--- config.mk ---
export PLATFORM = sky130hd
export DESIGN_NAME = phy_board_ctl
export DESIGN_NICKNAME = d
export VERILOG_FILES = /design/src/rtl/phyb_pkg.sv /design/src/rtl/addr_region.sv /design/src/rtl/strobe_sync.sv /design/src/rtl/id_rom.sv /design/src/rtl/ctrl_bits.sv /design/src/rtl/phy_board_ctl.sv
export SDC_FILE = /design/constraint.sdc
export NUM_CORES = 1
export LEC_CHECK = 0
export ABC_AREA = 0
export BUFFER_PORTS_ARGS = -buffer_cell sky130_fd_sc_hd__buf_2
export CELL_PAD_IN_SITES_DETAIL_PLACEMENT = 0
export CELL_PAD_IN_SITES_GLOBAL_PLACEMENT = 1
export CORE_ASPECT_RATIO = 0.75
export CORE_MARGIN = 8
export CORE_UTILIZATION = 33
export CTS_BUF_LIST = sky130_fd_sc_hd__clkbuf_2 sky130_fd_sc_hd__clkbuf_4 sky130_fd_sc_hd__clkbuf_8
export DETAILED_ROUTE_END_ITERATION = 7
export PLACE_DENSITY = 0.95
export SYNTH_ARGS = -nofsm -noshare
export SYNTH_HDL_FRONTEND = slang
export SYNTH_HIERARCHICAL = 1
export SYNTH_SLANG_ARGS = --single-unit
export TNS_END_PERCENT = 50
--- constraint.sdc ---
create_clock -name clk -period 2.5 [get_ports clk]
set_input_delay 0.25 -clock clk [delete_from_list [all_inputs] [get_ports clk]]
set_output_delay 0.25 -clock clk [all_outputs]
set_load 0.005 [all_outputs]
--- src/rtl/phyb_pkg.sv ---
package phyb_pkg;

  // Address regions, decoded from the top four address bits
  typedef enum logic [1:0] {
    RGN_PHY      = 2'd0,  // lower half: PHY device register space
    RGN_UNMAPPED = 2'd1,  // upper half below the control window
    RGN_RSTCTL   = 2'd2,  // top4 == 1110: hold-reset bit, reads zero
    RGN_IDLOOP   = 2'd3   // top4 == 1111: loopback bit, ID bytes on read
  } region_e;

  localparam int unsigned ID_BYTES   = 32;
  localparam int unsigned ID_OFF_W   = $clog2(ID_BYTES);
  localparam int unsigned VENDOR_LEN = 3;
  localparam int unsigned PART_LEN   = 13;
  localparam int unsigned NODE_LEN   = 8;
  localparam int unsigned RSVD_LEN   = 4;

endpackage

--- src/rtl/addr_region.sv ---
module addr_region
  import phyb_pkg::*;
#(
  parameter int unsigned ADDR_W = 9
) (
  input  logic [ADDR_W-1:0] addr_i,
  output region_e           region_o
);

  localparam int unsigned TOP_W = 4;

  logic [TOP_W-1:0] top;
  assign top = addr_i[ADDR_W-1 -: TOP_W];

  always_comb begin
    if (!top[TOP_W-1])           region_o = RGN_PHY;
    else if (top == 4'b1110)     region_o = RGN_RSTCTL;
    else if (top == 4'b1111)     region_o = RGN_IDLOOP;
    else                         region_o = RGN_UNMAPPED;
  end

endmodule

--- src/rtl/strobe_sync.sv ---
module strobe_sync #(
  parameter int unsigned STAGES = 2
) (
  input  logic clk,
  input  logic rst_n,
  input  logic act_i,
  output logic rise_o
);

  // STAGES synchronizer flops plus one more for edge detection
  logic [STAGES:0] q;

  always_ff @(posedge clk or negedge rst_n) begin
    if (!rst_n) q <= '0;
    else        q <= {q[STAGES-1:0], act_i};
  end

  assign rise_o = q[STAGES-1] & ~q[STAGES];

endmodule

--- src/rtl/id_rom.sv ---
module id_rom
  import phyb_pkg::*;
#(
  parameter int unsigned DATA_W = 8,
  parameter logic [DATA_W-1:0]            PROTO_CODE = 8'h0C,
  parameter logic [DATA_W-1:0]            MEDIA_CODE = 8'h01,
  parameter logic [DATA_W-1:0]            CAP_FIRST  = 8'h21,
  parameter logic [DATA_W-1:0]            CAP_SECOND = 8'h0C,
  parameter logic [NODE_LEN*DATA_W-1:0]   NODE_ID    = '0,
  parameter logic [VENDOR_LEN*DATA_W-1:0] VENDOR_STR = "GEN",
  parameter logic [PART_LEN*DATA_W-1:0]   PART_STR   = "OC3-UTP5-CARD"
) (
  input  logic [ID_OFF_W-1:0] off_i,
  output logic [DATA_W-1:0]   byte_o
);

  localparam int unsigned IMG_W = ID_BYTES * DATA_W;

  // Lowest offset sits in the most significant byte of the image
  localparam logic [IMG_W-1:0] IMAGE = {
    PROTO_CODE, MEDIA_CODE, CAP_FIRST, CAP_SECOND,
    NODE_ID, {(RSVD_LEN*DATA_W){1'b0}},
    VENDOR_STR, PART_STR
  };

  logic [DATA_W-1:0] rom_q [ID_BYTES];

  for (genvar i = 0; i < ID_BYTES; i++) begin : g_byte
    assign rom_q[i] = IMAGE[IMG_W-1-i*DATA_W -: DATA_W];
  end

  assign byte_o = rom_q[off_i];

endmodule

--- src/rtl/ctrl_bits.sv ---
module ctrl_bits (
  input  logic clk,
  input  logic rst_n,
  input  logic commit_i,
  input  logic sel_rst_i,
  input  logic sel_loop_i,
  input  logic bit_i,
  output logic hold_rst_o,
  output logic loop_sel_o
);

  always_ff @(posedge clk or negedge rst_n) begin
    if (!rst_n) begin
      hold_rst_o <= 1'b0;
      loop_sel_o <= 1'b0;
    end else if (commit_i) begin
      if (sel_rst_i)  hold_rst_o <= bit_i;
      if (sel_loop_i) loop_sel_o <= bit_i;
    end
  end

endmodule

--- src/rtl/phy_board_ctl.sv ---
module phy_board_ctl
  import phyb_pkg::*;
#(
  parameter int unsigned ADDR_W      = 9,
  parameter int unsigned DATA_W      = 8,
  parameter int unsigned SYNC_STAGES = 2
) (
  input  logic              clk,
  input  logic              rst_n,
  input  logic              cs_n,
  input  logic              rd_n,
  input  logic              wr_n,
  input  logic [ADDR_W-1:0] addr,
  input  logic [DATA_W-1:0] wdata,
  output logic [DATA_W-1:0] rdata,
  output logic              rdata_oe,
  output logic              phy_cs_n,
  output logic              hold_rst,
  output logic              loop_sel
);

  region_e           region;
  logic              wr_act;
  logic              wr_commit;
  logic              rd_hit;
  logic [DATA_W-1:0] id_byte;
  logic              unused_wdata_hi;

  assign unused_wdata_hi = ^wdata[DATA_W-1:1];

  addr_region #(.ADDR_W(ADDR_W)) u_region (
    .addr_i   (addr),
    .region_o (region)
  );

  assign wr_act = ~cs_n & ~wr_n;

  strobe_sync #(.STAGES(SYNC_STAGES)) u_wsync (
    .clk    (clk),
    .rst_n  (rst_n),
    .act_i  (wr_act),
    .rise_o (wr_commit)
  );

  ctrl_bits u_ctrl (
    .clk        (clk),
    .rst_n      (rst_n),
    .commit_i   (wr_commit),
    .sel_rst_i  (region == RGN_RSTCTL),
    .sel_loop_i (region == RGN_IDLOOP),
    .bit_i      (wdata[0]),
    .hold_rst_o (hold_rst),
    .loop_sel_o (loop_sel)
  );

  id_rom #(.DATA_W(DATA_W)) u_rom (
    .off_i  (addr[ID_OFF_W-1:0]),
    .byte_o (id_byte)
  );

  assign rd_hit   = ~cs_n & ~rd_n &
                    ((region == RGN_RSTCTL) || (region == RGN_IDLOOP));
  assign rdata_oe = rd_hit;
  assign rdata    = (rd_hit && region == RGN_IDLOOP) ? id_byte : '0;
  assign phy_cs_n = ~(~cs_n & (region == RGN_PHY));

endmodule

==> After elaboration in Yosys (flattened, before gate mapping) <==
Memories as Yosys holds them, arrays and structs flattened.
Index checks and enable logic that the tools add are counted.
{ "totals": {"reg_bits": 5, "mem_bits_ro": 256, "inputBits": 22, "output_inout_bits": 12, "wordCells": 31, "memories": 1} }
{ "classes": {"order_cmp": 1, "n_eq_ne": 4, "muxes": 6, "bitwise": 11, "n_reduce_logical": 5} }
{ "memory_table": {"columns": ["name", "depth", "word_bits", "rd", "rd_ports_with_merged_regs", "wr", "line_no", "text"], "rows": [
  ["(name not given)", 32, 8, 1, 0, 0, "id_rom.sv:32", "assign byte_o = rom_q[off_i];"]
]} }
{ "op_table": {"columns": ["op", "count"], "rows": [
  ["two-way mux 8 bit", 3],
  ["== test 4 bit, second input constant", 2],
  ["greater-or-equal comparator 6 bit, second input constant", 1],
  ["two-way mux 2 bit", 3],
  ["inverter 5 -> 6 bit", 1],
  ["AND 1 bit", 5],
  ["inverter 1 bit", 5],
  ["== test 2 bit, second input constant", 2],
  ["AND reduction 2 bit", 2],
  ["zero test 2 bit", 1],
  ["logical AND 1 bit", 1],
  ["logical OR 1 bit", 1]
]} }

==> Depth between registers and ports, before layout <==
Gate-level depths: netlist (run 1).
{ "logic_depth": {"ltp_word": 9, "mapped_depth": 6, "ltp_nobuf": 6} }

==> Modules after synthesis <==
Netlist (run 1), hierarchy kept.
{ "modules_own_cells": {"columns": ["mod", "n_inst", "cells_each", "area_each_um2", "seq_area_each_um2"], "rows": [
  ["id_rom", 1, 44, 311.5, 0.0],
  ["phy_board_ctl", 1, 14, 96.3, 0.0],
  ["strobe_sync", 1, 4, 88.8, 75.1],
  ["ctrl_bits", 1, 6, 80.1, 50.0],
  ["addr_region", 1, 3, 18.8, 0.0]
]} }

==> Worst setup path before layout (run 1) <==
OpenSTA, ideal clock, no wires.
{ "synth_path": {"kind": "input-to-output", "start": "in addr[0]", "end": "out rdata[5]", "t_arrival_ps": 1024, "t_required_ps": 2250, "path_slack_ps": 1226, "stages": 6, "path_cell_list": "inv_1 > ha_1 > nand3b_1 > a21oi_1 > a21o_1 > and2_1"} }
{ "synth_via": {"elab_chain_cells": 5} }
{ "synth_lines": {"columns": ["item", "line_no", "text"], "rows": [
  ["start: declaration", "phy_board_ctl.sv:13", "input logic [ADDR_W-1:0] addr,"],
  ["inverter 5 -> 6 bit (implied by the code)", "id_rom.sv:32", null],
  ["memory read (32 x 8 bit)", null, null],
  ["two-way mux 8 bit (implied by the code) (2 in a row)", "id_rom.sv:32", null],
  ["named net id_byte[5]", "phy_board_ctl.sv:26", "logic [DATA_W-1:0] id_byte;"],
  ["two-way mux 8 bit", "phy_board_ctl.sv:64", "assign rdata = (rd_hit && region == RGN_IDLOOP) ? id_byte : '0;"],
  ["end: declaration", "phy_board_ctl.sv:15", "output logic [DATA_W-1:0] rdata,"]
]} }
The timed path passes the listed nets, and every way through them passes these cells. The select of a mux whose other input is x is not followed.

==> Worst setup path in the final report (run 1) <==
{ "layout_path": {"start": "in addr[1]", "end": "out rdata[5]"} }
Same word-level chain as after synthesis.

==> impl_summary.txt, run 1 <==
----------------------------------------------------
[Outcome]
  Run status ... finished clean

[Setup path]
  Worst setup SP type ... primary input
  Category of the most critical setup path ... in2out
  Arrival time of data at the critical path endpoint ... ~1400 ps
  CP max stage delay ... around 320 ps
  Ordered list of cells on the worst path ... buf_2 -> inv_1 -> ha_1 -> nand3b_1 -> a21oi_1 -> a21o_1 -> and2_1 -> buf_2
  Worst-path fanout max ... 9
  Required time of the worst setup path ... roughly 2300 ps
  Worst Setup End Kind ... output pin
  Slowest stage cell, crit path ... sky130_fd_sc_hd__ha_1
  Most Frequent Cell on Critical Path ... sky130_fd_sc_hd__buf_2

[Placed design]
  Final weighted congestion in routability-driven placement ... 0.783
  Post-DP HPWL ... about 1.2 mm
  Instance area after placement ... 724 µm²
  Number of port buffers ... 25

[Synth]
  Cell accounting for the most synthesized area ... sky130_fd_sc_hd__dfrtp_1
  Avg Cell Area, Syn ... 8.39 µm²
  Number of library cell types mapped by synthesis ... 35
  Count of flip-flops with a built-in enable after synthesis ... 0
  Async set or reset register ratio after synthesis ... 100%
  Area fraction of the dominant cell type after synthesis ... between 20% and 30%
  Share of synthesized area occupied by flip-flops and latches ... about a fifth
  Most used DFF post-synth ... sky130_fd_sc_hd__dfrtp_1
  Cell count after synthesis ... 71
  #FFs+latches synth ... 5
  Synth Net Count ... 100
  Most area-consuming cells after synthesis ... sky130_fd_sc_hd__dfrtp_1 21%, sky130_fd_sc_hd__ha_1 15%, sky130_fd_sc_hd__and2_1 11%
  Number of warnings reported in the yosys synthesis log ... 6
  Cell area after synthesis ... between 500 and 600 µm²

[Layout]
  Layout fillers ... 179
  Total area of sequential cells ... roughly 130 µm²
  Total number of nets in the final design ... around 130
  Growth of design area from synthesis to finish ... 28.4%
  Post-layout instance area ... around 760 µm²
  Combined area of the multi-input logic cells ... 432 µm²
  # diodes ... 0
  Share of final-layout standard cells stronger than drive strength 1 ... about 36%

[Clocking]
  Clock transition time at the flip-flop clock pins of the worst setup and hold paths ... ~40 ps
  Num CTS Buffers ... 3
  CTS tree ... done
  Root buf cell ... sky130_fd_sc_hd__clkbuf_4
  Clock tree sinks ... 5
  Latest clock arrival within the worst-skew pair ... about 240 ps
  Htree depth ... 1
  Cells resized by post-CTS repair ... 0
  Setup bufs post-CTS ... 0
  Number of buffers on the longest clock path ... 2

[Routing]
  DRC violation count after routing ... 0
  DRT Wirelength ... roughly 1.4 mm
  Initial DRT Pass Iterations ... 4
  DR vias ... 566
  Post-route ant nets ... 0
  Detailed-route vias per instance ... ~4.7
  First DRT Iteration DRCs ... 18
  Post-detailed-route wirelength per cell ... between 10 and 15 µm

[Global routing]
  Total GRT Usage ... under 10%
  Wire length of the first global-routing pass ... 2.39 mm
  Total grt overflow ... 0
  Number of antenna violations at the first check in global routing ... 0
  Vias in the first global route ... approximately 560
  Maximum number of pins on one net before global-route repair ... 14

[STA]
  Peak clock frequency supported by timing ... around 0.60 GHz
  Layout Skew ... 3.91 ps
  Max-slew violation total from the final report ... 0
  Period utilisation layout ... 67.1%
  Unrepaired setup endpoints after global routing ... false
  Endpoints failing setup ... 0
  Setup_tns ... 0 ps
  Tmin final ... about 1700 ps
  Worst hold slack ... approximately 170 ps
  Hold Violations, Final ... 0

[Floorplanning]
  Die Area ... about 0.0034 mm²
  Overall die width ... around 65 µm
  Site Rows ... 13
  Area of the core region ... between 0.0015 and 0.002 mm²
  Height of the die ... between 50 and 60 µm
  Initial Util ... roughly a third
  Number of placed I/O pins ... 34

[Worst hold path]
  Hold WC Path Type ... in2reg

[Power]
  Leakage power summed over all cells ... roughly 0.42 nW
  Max IR drop VDD ... 0.195 mV
  Pwr dens ... about 350 mW/mm²

[Job]
  Maximum capacitance violations ... 0

----------------------------------------------------
-- critical path: cells and delay by family --
family	cells	cell delay (ps)
buf+inv	3	370
simple gates	2	200
compound gates	2	280
fa+ha+maj	1	320
-- timing repair --
item,4_1_cts,5_1_grt
setup endpoints to repair,0,0
hold endpoints to repair,5,0
hold buffers,1,0
-- placed cells by master (no fill, tap or decap), drive strengths merged, types with 2 or more instances in the layout --
master / netlist / final
ha: 7 / 7
nand3: 3 / 3
and3: 2 / 2
inv: 4 / 4
nand2b: 3 / 3
nand2: 6 / 6
and2: 10 / 10
nor2b: 3 / 3
mux2: 2 / 2
buf: 3 / 25
clkbuf: 0 / 4
nor2: 4 / 4
dfrtp: 5 / 5
nor3: 2 / 2
o21a: 2 / 2
-- worst paths after layout --
check	start	endpoint	slack, ps	cells after the start
worst max-delay path	addr[1]	rdata[5]	820	8
worst min-delay path	wr_n	u_wsync/q[0]$_DFF_PN0_	170	2
worst max register to register	u_wsync/q[1]$_DFF_PN0_	u_ctrl/hold_rst_o$_DFFE_PN0P_	1490	3
worst min register to register	u_wsync/q[0]$_DFF_PN0_	u_wsync/q[1]$_DFF_PN0_	350	0
max in group asynchronous	rst_n	u_ctrl/loop_sel_o$_DFFE_PN0P_	2010	2
min in group asynchronous	rst_n	u_wsync/q[2]$_DFF_PN0_	350	2
-- per-layer routing --
metal / up-vias / GRT usage, % / part of all wire [%]
met5: - / 0 / 0
met4: 0 / 2.17 / 0
met3: 0 / 3.63 / 5.7
met2: 13 / 14.8 / 48
met1: 260 / 9.95 / 46
li1: 293 / - / -
-- logic make-up (layout without fill, tap and decap cells) --
logic type / after synthesis / after routing / synth area share [%]
buffers and inverters: 7 / 34 / 6.51
AND/OR/NAND/NOR: 38 / 38 / 39.3
other: 1 / 1 / 0.630
adder cells (fa/ha/maj): 7 / 7 / 14.7
AO/OA/AOI/OAI: 11 / 11 / 14.1
flip-flops: 5 / 5 / 21.0
multiplexers: 2 / 2 / 3.78
-- power breakdown --
part | switching [mW] | leakage, nW | internal (mW)
clock | 0.0312 | 0.0184 | 0.0710
sequential | 0.00379 | 0.0648 | 0.0894
combinational | 0.0387 | 0.336 | 0.0369
-- sequential cells by signal (all words and copies together) (netlist names) --
| register | cells |
|---|---|
| u_ctrl/loop_sel_o | 1 |
| u_ctrl/hold_rst_o | 1 |
| u_wsync/q | 3 |
-- cell usage after synthesis (2+ instances only) --
| cell type | number |
|---|---|
| sky130_fd_sc_hd__and2_1 | 10 |
| sky130_fd_sc_hd__nand2_1 | 6 |
| sky130_fd_sc_hd__nor2b_1 | 2 |
| sky130_fd_sc_hd__nand2b_1 | 3 |
| sky130_fd_sc_hd__dfrtp_1 | 5 |
| sky130_fd_sc_hd__nand3_1 | 3 |
| sky130_fd_sc_hd__inv_1 | 3 |
| sky130_fd_sc_hd__mux2_1 | 2 |
| sky130_fd_sc_hd__o21a_1 | 2 |
| sky130_fd_sc_hd__ha_1 | 7 |
| sky130_fd_sc_hd__nor2_1 | 4 |
-- area by class of cell --
| cell class | instances | area share (%) |
|---|---|---|
| Multi-Input combinational cell | 59 | 56.5 |
| Timing Repair Buffer | 26 | 17.7 |
| Sequential cell | 5 | 16.4 |
| Clock buffer | 4 | 3.93 |
| Tap cell | 22 | 3.60 |
| Inverter | 4 | 1.96 |
-- stage by stage --
| stage | setup slack, ps | util, % | std cells | power (mW) |
|---|---|---|---|---|
| floorplan | 1230 | - | 71 | 0.138 |
| global placement | 833 | 42.0 | 115 | 0.166 |
| detailed placement | 842 | 42.0 | 115 | 0.169 |
| CTS | 837 | 44.3 | 120 | 0.276 |
| global route | 735 | 44.3 | 120 | 0.295 |
| finish | 823 | 44.3 | 120 | 0.271 |
Note: power is estimated with default switching activity, not from simulation.
==> run 2: changes to the inputs <==
Settings changed: CORE_UTILIZATION 33 to 31, PLACE_DENSITY 0.95 to 0.9.
Clock period 2.5 ns to 1.7 ns, I/O delays scaled along.
==> impl_summary.txt, run 2 (synthesis gave the netlist of run 1 again) <==
----------------------------------------------------
[Setup path]
  Worst Setup End Kind ... output pin
  Required time of the worst setup path ... roughly 1500 ps
  Arrival time of data at the critical path endpoint ... 1330 ps
  Category of the most critical setup path ... in2out
  R2r startpoint ... u_wsync/q[1]$_DFF_PN0_
  Register-to-register setup slack ... around 660 ps
  Worst setup SP type ... primary input
  Start point of the critical path ... addr[1]
  Worst-path fanout max ... 9

[Power]
  Power Total ... 0.398 mW
  Leakage power summed over all cells ... 0.419 nW
  Max IR drop VDD ... between 0.3 and 0.4 mV
  Pwr dens ... around 520 mW/mm²

[Clocking]
  CTS tree ... done
  Num CTS Buffers ... 3
  Setup bufs post-CTS ... 0
  Clock transition time at the flip-flop clock pins of the worst setup and hold paths ... 40 ps
  Clock tree sinks ... 5
  Htree depth ... 1
  Cells resized by post-CTS repair ... 0
  Latest clock arrival within the worst-skew pair ... ~240 ps
  Number of hold buffers added after CTS ... 1
  Root buf cell ... sky130_fd_sc_hd__clkbuf_4
  Number of buffers on the longest clock path ... 2

[Floorplanning]
  Height of the die ... roughly 54 µm
  Area of the core region ... about 0.0018 mm²
  Site Rows ... 13
  Overall die width ... around 67 µm
  Die Area ... ~0.0036 mm²
  Number of placed I/O pins ... 34
  Initial Util ... about 34%

[Routing]
  Post-detailed-route wirelength per cell ... about 13 µm
  First DRT Iteration DRCs ... 15
  Post-route ant nets ... 0
  DRC violation count after routing ... 0
  Detailed-route vias per instance ... 4.80
  Initial DRT Pass Iterations ... 4
  DR vias ... ~580
  DRT Wirelength ... roughly 1.5 mm

[STA]
  Period utilisation layout ... around nine tenths
  Endpoints failing setup ... 0
  Tmin final ... 1500 ps
  Worst hold slack ... about 78 ps
  Max-slew violation total from the final report ... 0
  Setup_tns ... 0 ps
  Peak clock frequency supported by timing ... around 0.67 GHz
  Layout Skew ... 2.34 ps
  Unrepaired setup endpoints after global routing ... false
  Hold Violations, Final ... 0

[Global routing]
  Total GRT Usage ... roughly 9%
  Maximum number of pins on one net before global-route repair ... 14
  Vias in the first global route ... 585
  Number of antenna violations at the first check in global routing ... 0
  Wire length of the first global-routing pass ... ~2.6 mm
  Total grt overflow ... 0

[Worst hold path]
  Startpoint of the most critical hold path ... wr_n
  Hold WC Path Type ... in2reg

[Layout]
  Most common cell after layout, fill and taps aside ... sky130_fd_sc_hd__buf_2
  Post-layout instance area ... 764 µm²
  Layout fillers ... 194
  Biggest regs ... u_wsync/q (3), u_ctrl/hold_rst_o (1), u_ctrl/loop_sel_o (1)
  # diodes ... 0
  Most used cells in the layout excluding fill and tap cells ... 25 x sky130_fd_sc_hd__buf_2, 10 x sky130_fd_sc_hd__and2_1, 7 x sky130_fd_sc_hd__ha_1, 6 x sky130_fd_sc_hd__nand2_1, 5 x sky130_fd_sc_hd__dfrtp_1
  Total number of nets in the final design ... ~130
  Growth of design area from synthesis to finish ... 28.4%
  Register bank with the most flops ... u_wsync/q
  Share of final-layout standard cells stronger than drive strength 1 ... about 36%
  Flip-flop count of the largest register after layout ... 3

[Placed design]
  Instance area after placement ... just over 700 µm²
  Final weighted congestion in routability-driven placement ... between 0.7 and 0.8
  Number of port buffers ... 25
  Post-DP HPWL ... about 1.2 mm

[Outcome]
  Run status ... finished clean

[Job]
  Maximum capacitance violations ... 0

----------------------------------------------------
run 2: cell counts in the layout (fill, tap and decap cells not counted):
No cell type changed its count.
run 2: critical path, cell delays in order:
cell,delay (ps)
sky130_fd_sc_hd__buf_2,170
sky130_fd_sc_hd__inv_1,100
sky130_fd_sc_hd__ha_1,310
sky130_fd_sc_hd__nand3b_1,110
sky130_fd_sc_hd__a21oi_1,70
sky130_fd_sc_hd__a21o_1,140
sky130_fd_sc_hd__and2_1,130
sky130_fd_sc_hd__buf_2,120
run 2: power by group:
part           internal, mW  switching (mW)
clock                 0.104          0.0453
sequential            0.131         0.00594
combinational        0.0538          0.0573
total                 0.290           0.108
run 2: worst paths after layout:
check | end | depth (start not counted)
min in group asynchronous | u_wsync/q[0]$_DFF_PN0_ | 2
worst max-delay path | rdata[5] | 8
worst min-delay path | u_wsync/q[0]$_DFF_PN0_ | 2
worst min register to register | u_wsync/q[1]$_DFF_PN0_ | 0
worst max register to register | u_ctrl/hold_rst_o$_DFFE_PN0P_ | 3
max in group asynchronous | u_ctrl/loop_sel_o$_DFFE_PN0P_ | 2
run 2: layer usage:
layer / wire (µm) / global-route usage (%) / vias up
met4: 0 / 2.12 / 0
met2: 753 / 16.2 / 13
met1: 666 / 10.2 / 268
met3: 83 / 2.90 / 0
li1: - / - / 295
met5: 0 / 0 / -
run 2: area by class of cell:
class / instances / area, µm² / area share, %
repair buffers: 26 / 135 / 17.7
multi-input cells: 59 / 432 / 56.5
clock buffers: 4 / 30.0 / 3.93
well taps: 22 / 27.5 / 3.60
flip-flops and latches: 5 / 125 / 16.4
inverters: 4 / 15.0 / 1.96
run 2: metrics by stage:
step | std cells | setup WS, ps | utilization (%)
floorplan | 71 | 586 | -
global placement | 115 | 225 | 40.9
detailed placement | 115 | 200 | 40.9
CTS | 120 | 197 | 43.1
global route | 120 | 36.6 | 43.1
finish | 120 | 198 | 43.1
==> run 3: changes to the inputs <==
Settings changed: CELL_PAD_IN_SITES_DETAIL_PLACEMENT 0 to 1, REMOVE_ABC_BUFFERS set to 1.
==> impl_summary.txt, run 3 (synthesis gave the netlist of run 1 again) <==
----------------------------------------------------
[Layout]
  Core Util, Final ... between 40% and 50%
  Most common cell after layout, fill and taps aside ... sky130_fd_sc_hd__buf_2
  Biggest regs ... u_wsync/q (3), u_ctrl/hold_rst_o (1), u_ctrl/loop_sel_o (1)
  Layout fillers ... roughly 220
  Non-filler cells in the finished layout ... 120
  # diodes ... 0
  Flip-flop count of the largest register after layout ... 3
  Most used cells in the layout excluding fill and tap cells ... 25 x sky130_fd_sc_hd__buf_2, 10 x sky130_fd_sc_hd__and2_1, 7 x sky130_fd_sc_hd__ha_1, 6 x sky130_fd_sc_hd__nand2_1, 5 x sky130_fd_sc_hd__dfrtp_1
  Share of final-layout standard cells stronger than drive strength 1 ... between 30 and 40%
  Register bank with the most flops ... u_wsync/q
  Total number of nets in the final design ... about 130
  Growth of design area from synthesis to finish ... 28.4%

[Setup path]
  Required time of the worst setup path ... between 1500 and 2000 ps
  Category of the most critical setup path ... in2out
  Arrival time of data at the critical path endpoint ... around 1400 ps
  Worst setup SP type ... primary input
  Worst-path fanout max ... 9
  Worst Setup End Kind ... output pin

[STA]
  Layout Skew ... 1.26 ps
  Worst hold slack ... 87.4 ps
  Unrepaired setup endpoints after global routing ... false
  Worst path setup slack after routing ... 150 ps
  Period utilisation layout ... between 90% and 100%
  Max-slew violation total from the final report ... 0
  Endpoints failing setup ... 0
  Setup_tns ... 0 ps
  Hold Violations, Final ... 0
  Peak clock frequency supported by timing ... between 0.6 and 0.7 GHz
  Tmin final ... around 1600 ps

[Placed design]
  Post-DP HPWL ... 1.35 mm
  Total instance count after detailed placement ... 115
  Number of port buffers ... 25
  Final weighted congestion in routability-driven placement ... approximately 0.8
  Placement-stage worst setup slack ... approximately 160 ps

[Floorplanning]
  Site Rows ... 13
  Initial Util ... between 30% and 40%
  Die Area ... 0.00359 mm²
  Area of the core region ... between 0.0015 and 0.002 mm²
  Height of the die ... between 50 and 60 µm
  Overall die width ... 66.6 µm
  Number of placed I/O pins ... 34

[Global routing]
  Total GRT Usage ... ~10%
  Wire length of the first global-routing pass ... roughly 2.8 mm
  Number of antenna violations at the first check in global routing ... 0
  Total grt overflow ... 0
  Maximum number of pins on one net before global-route repair ... 14
  Vias in the first global route ... ~650

[Routing]
  DR vias ... between 500 and 600
  Post-route ant nets ... 0
  Post-detailed-route wirelength per cell ... about 14 µm
  DRT Wirelength ... around 1.7 mm
  Detailed-route vias per instance ... around 4.8
  Initial DRT Pass Iterations ... 2
  First DRT Iteration DRCs ... 18
  DRC violation count after routing ... 0

[Power]
  Power share of the combinational group ... ~28%
  Leakage power summed over all cells ... about 0.42 nW
  Switching share of power ... between 20% and 30%
  Max IR drop VDD ... roughly 0.33 mV
  Int Power ... 0.290 mW
  Proportion of power drawn by the clock network ... 37.3%
  Pwr dens ... 521 mW/mm²
  Portion of total power attributed to sequential cells ... roughly a third
  Reported net switching power ... roughly 0.11 mW

[Clocking]
  Latest clock arrival within the worst-skew pair ... 230 ps
  Clock tree sinks ... 5
  Number of buffers on the longest clock path ... 2
  Htree depth ... 1
  Root buf cell ... sky130_fd_sc_hd__clkbuf_4
  Clock transition time at the flip-flop clock pins of the worst setup and hold paths ... roughly 40 ps
  Num CTS Buffers ... 3
  CTS tree ... done

[Worst hold path]
  Hold WC Path Type ... in2reg

[Job]
  Maximum capacitance violations ... 0

[Outcome]
  Run status ... finished clean

----------------------------------------------------
[run 3: cell counts in the layout (fill, tap and decap cells not counted)]
Identical to the previous run, type by type.
[run 3: worst paths after layout]
path / endpoint / from / slack, ps / cells past startpoint
max in group asynchronous: u_ctrl/hold_rst_o$_DFFE_PN0P_ / rst_n / 1300 / 2
hold / removal: u_wsync/q[0]$_DFF_PN0_ / wr_n / 90 / 2
setup / recovery: rdata[5] / addr[1] / 150 / 8
min in group asynchronous: u_ctrl/loop_sel_o$_DFFE_PN0P_ / rst_n / 270 / 2
setup reg to reg: u_ctrl/loop_sel_o$_DFFE_PN0P_ / u_wsync/q[1]$_DFF_PN0_ / 690 / 3
hold reg to reg: u_wsync/q[1]$_DFF_PN0_ / u_wsync/q[0]$_DFF_PN0_ / 360 / 0
[run 3: cell type report]
type,instances,area [µm²],share of cell area [%]
multi-input combinational,59,432,56.5
timing repair buffer,26,135,17.7
sequential,5,125,16.4
clock buffer,4,30.0,3.93
tap,22,27.5,3.60
inverter,4,15.0,1.96
[run 3: power by group through the flow]
stage / Clock [mW] / Combinational (mW) / Sequential (mW)
floorplan: 0 / 0.0547 / 0.139
global placement: 0 / 0.107 / 0.138
detailed placement: 0 / 0.112 / 0.139
CTS: 0.154 / 0.114 / 0.138
global route: 0.164 / 0.127 / 0.140
finish: 0.148 / 0.112 / 0.138
[run 3: routing by layer]
metal / vias to the layer above / global-route usage (%) / part of all wire (%)
met5: - / 0 / 0
met4: 0 / 6.36 / 1.6
met3: 2 / 2.69 / 7.4
met2: 24 / 16.5 / 43
met1: 249 / 11.3 / 48
li1: 296 / - / -
[run 3: metrics by stage]
| stage | total power, mW | instance area [µm²] |
|---|---|---|
| after floorplan | 0.194 | 572 |
| after global placement | 0.245 | 724 |
| after detailed placement | 0.252 | 724 |
| after CTS | 0.407 | 764 |
| after global routing | 0.430 | 764 |
| final | 0.398 | 764 |
[run 3: critical path, cell delays in order]
cell	delay, ps
sky130_fd_sc_hd__buf_2	170
sky130_fd_sc_hd__inv_1	110
sky130_fd_sc_hd__ha_1	330
sky130_fd_sc_hd__nand3b_1	100
sky130_fd_sc_hd__a21oi_1	180
sky130_fd_sc_hd__a21o_1	100
sky130_fd_sc_hd__and2_1	100
sky130_fd_sc_hd__buf_2	110
[run 3: timing repair]
| item | CTS | global route |
|---|---|---|
| setup buffers | 0 | 0 |
| hold buffers | 1 | 0 |
| resized for setup | 0 | 0 |
| hold endpoints to repair | 5 | 0 |
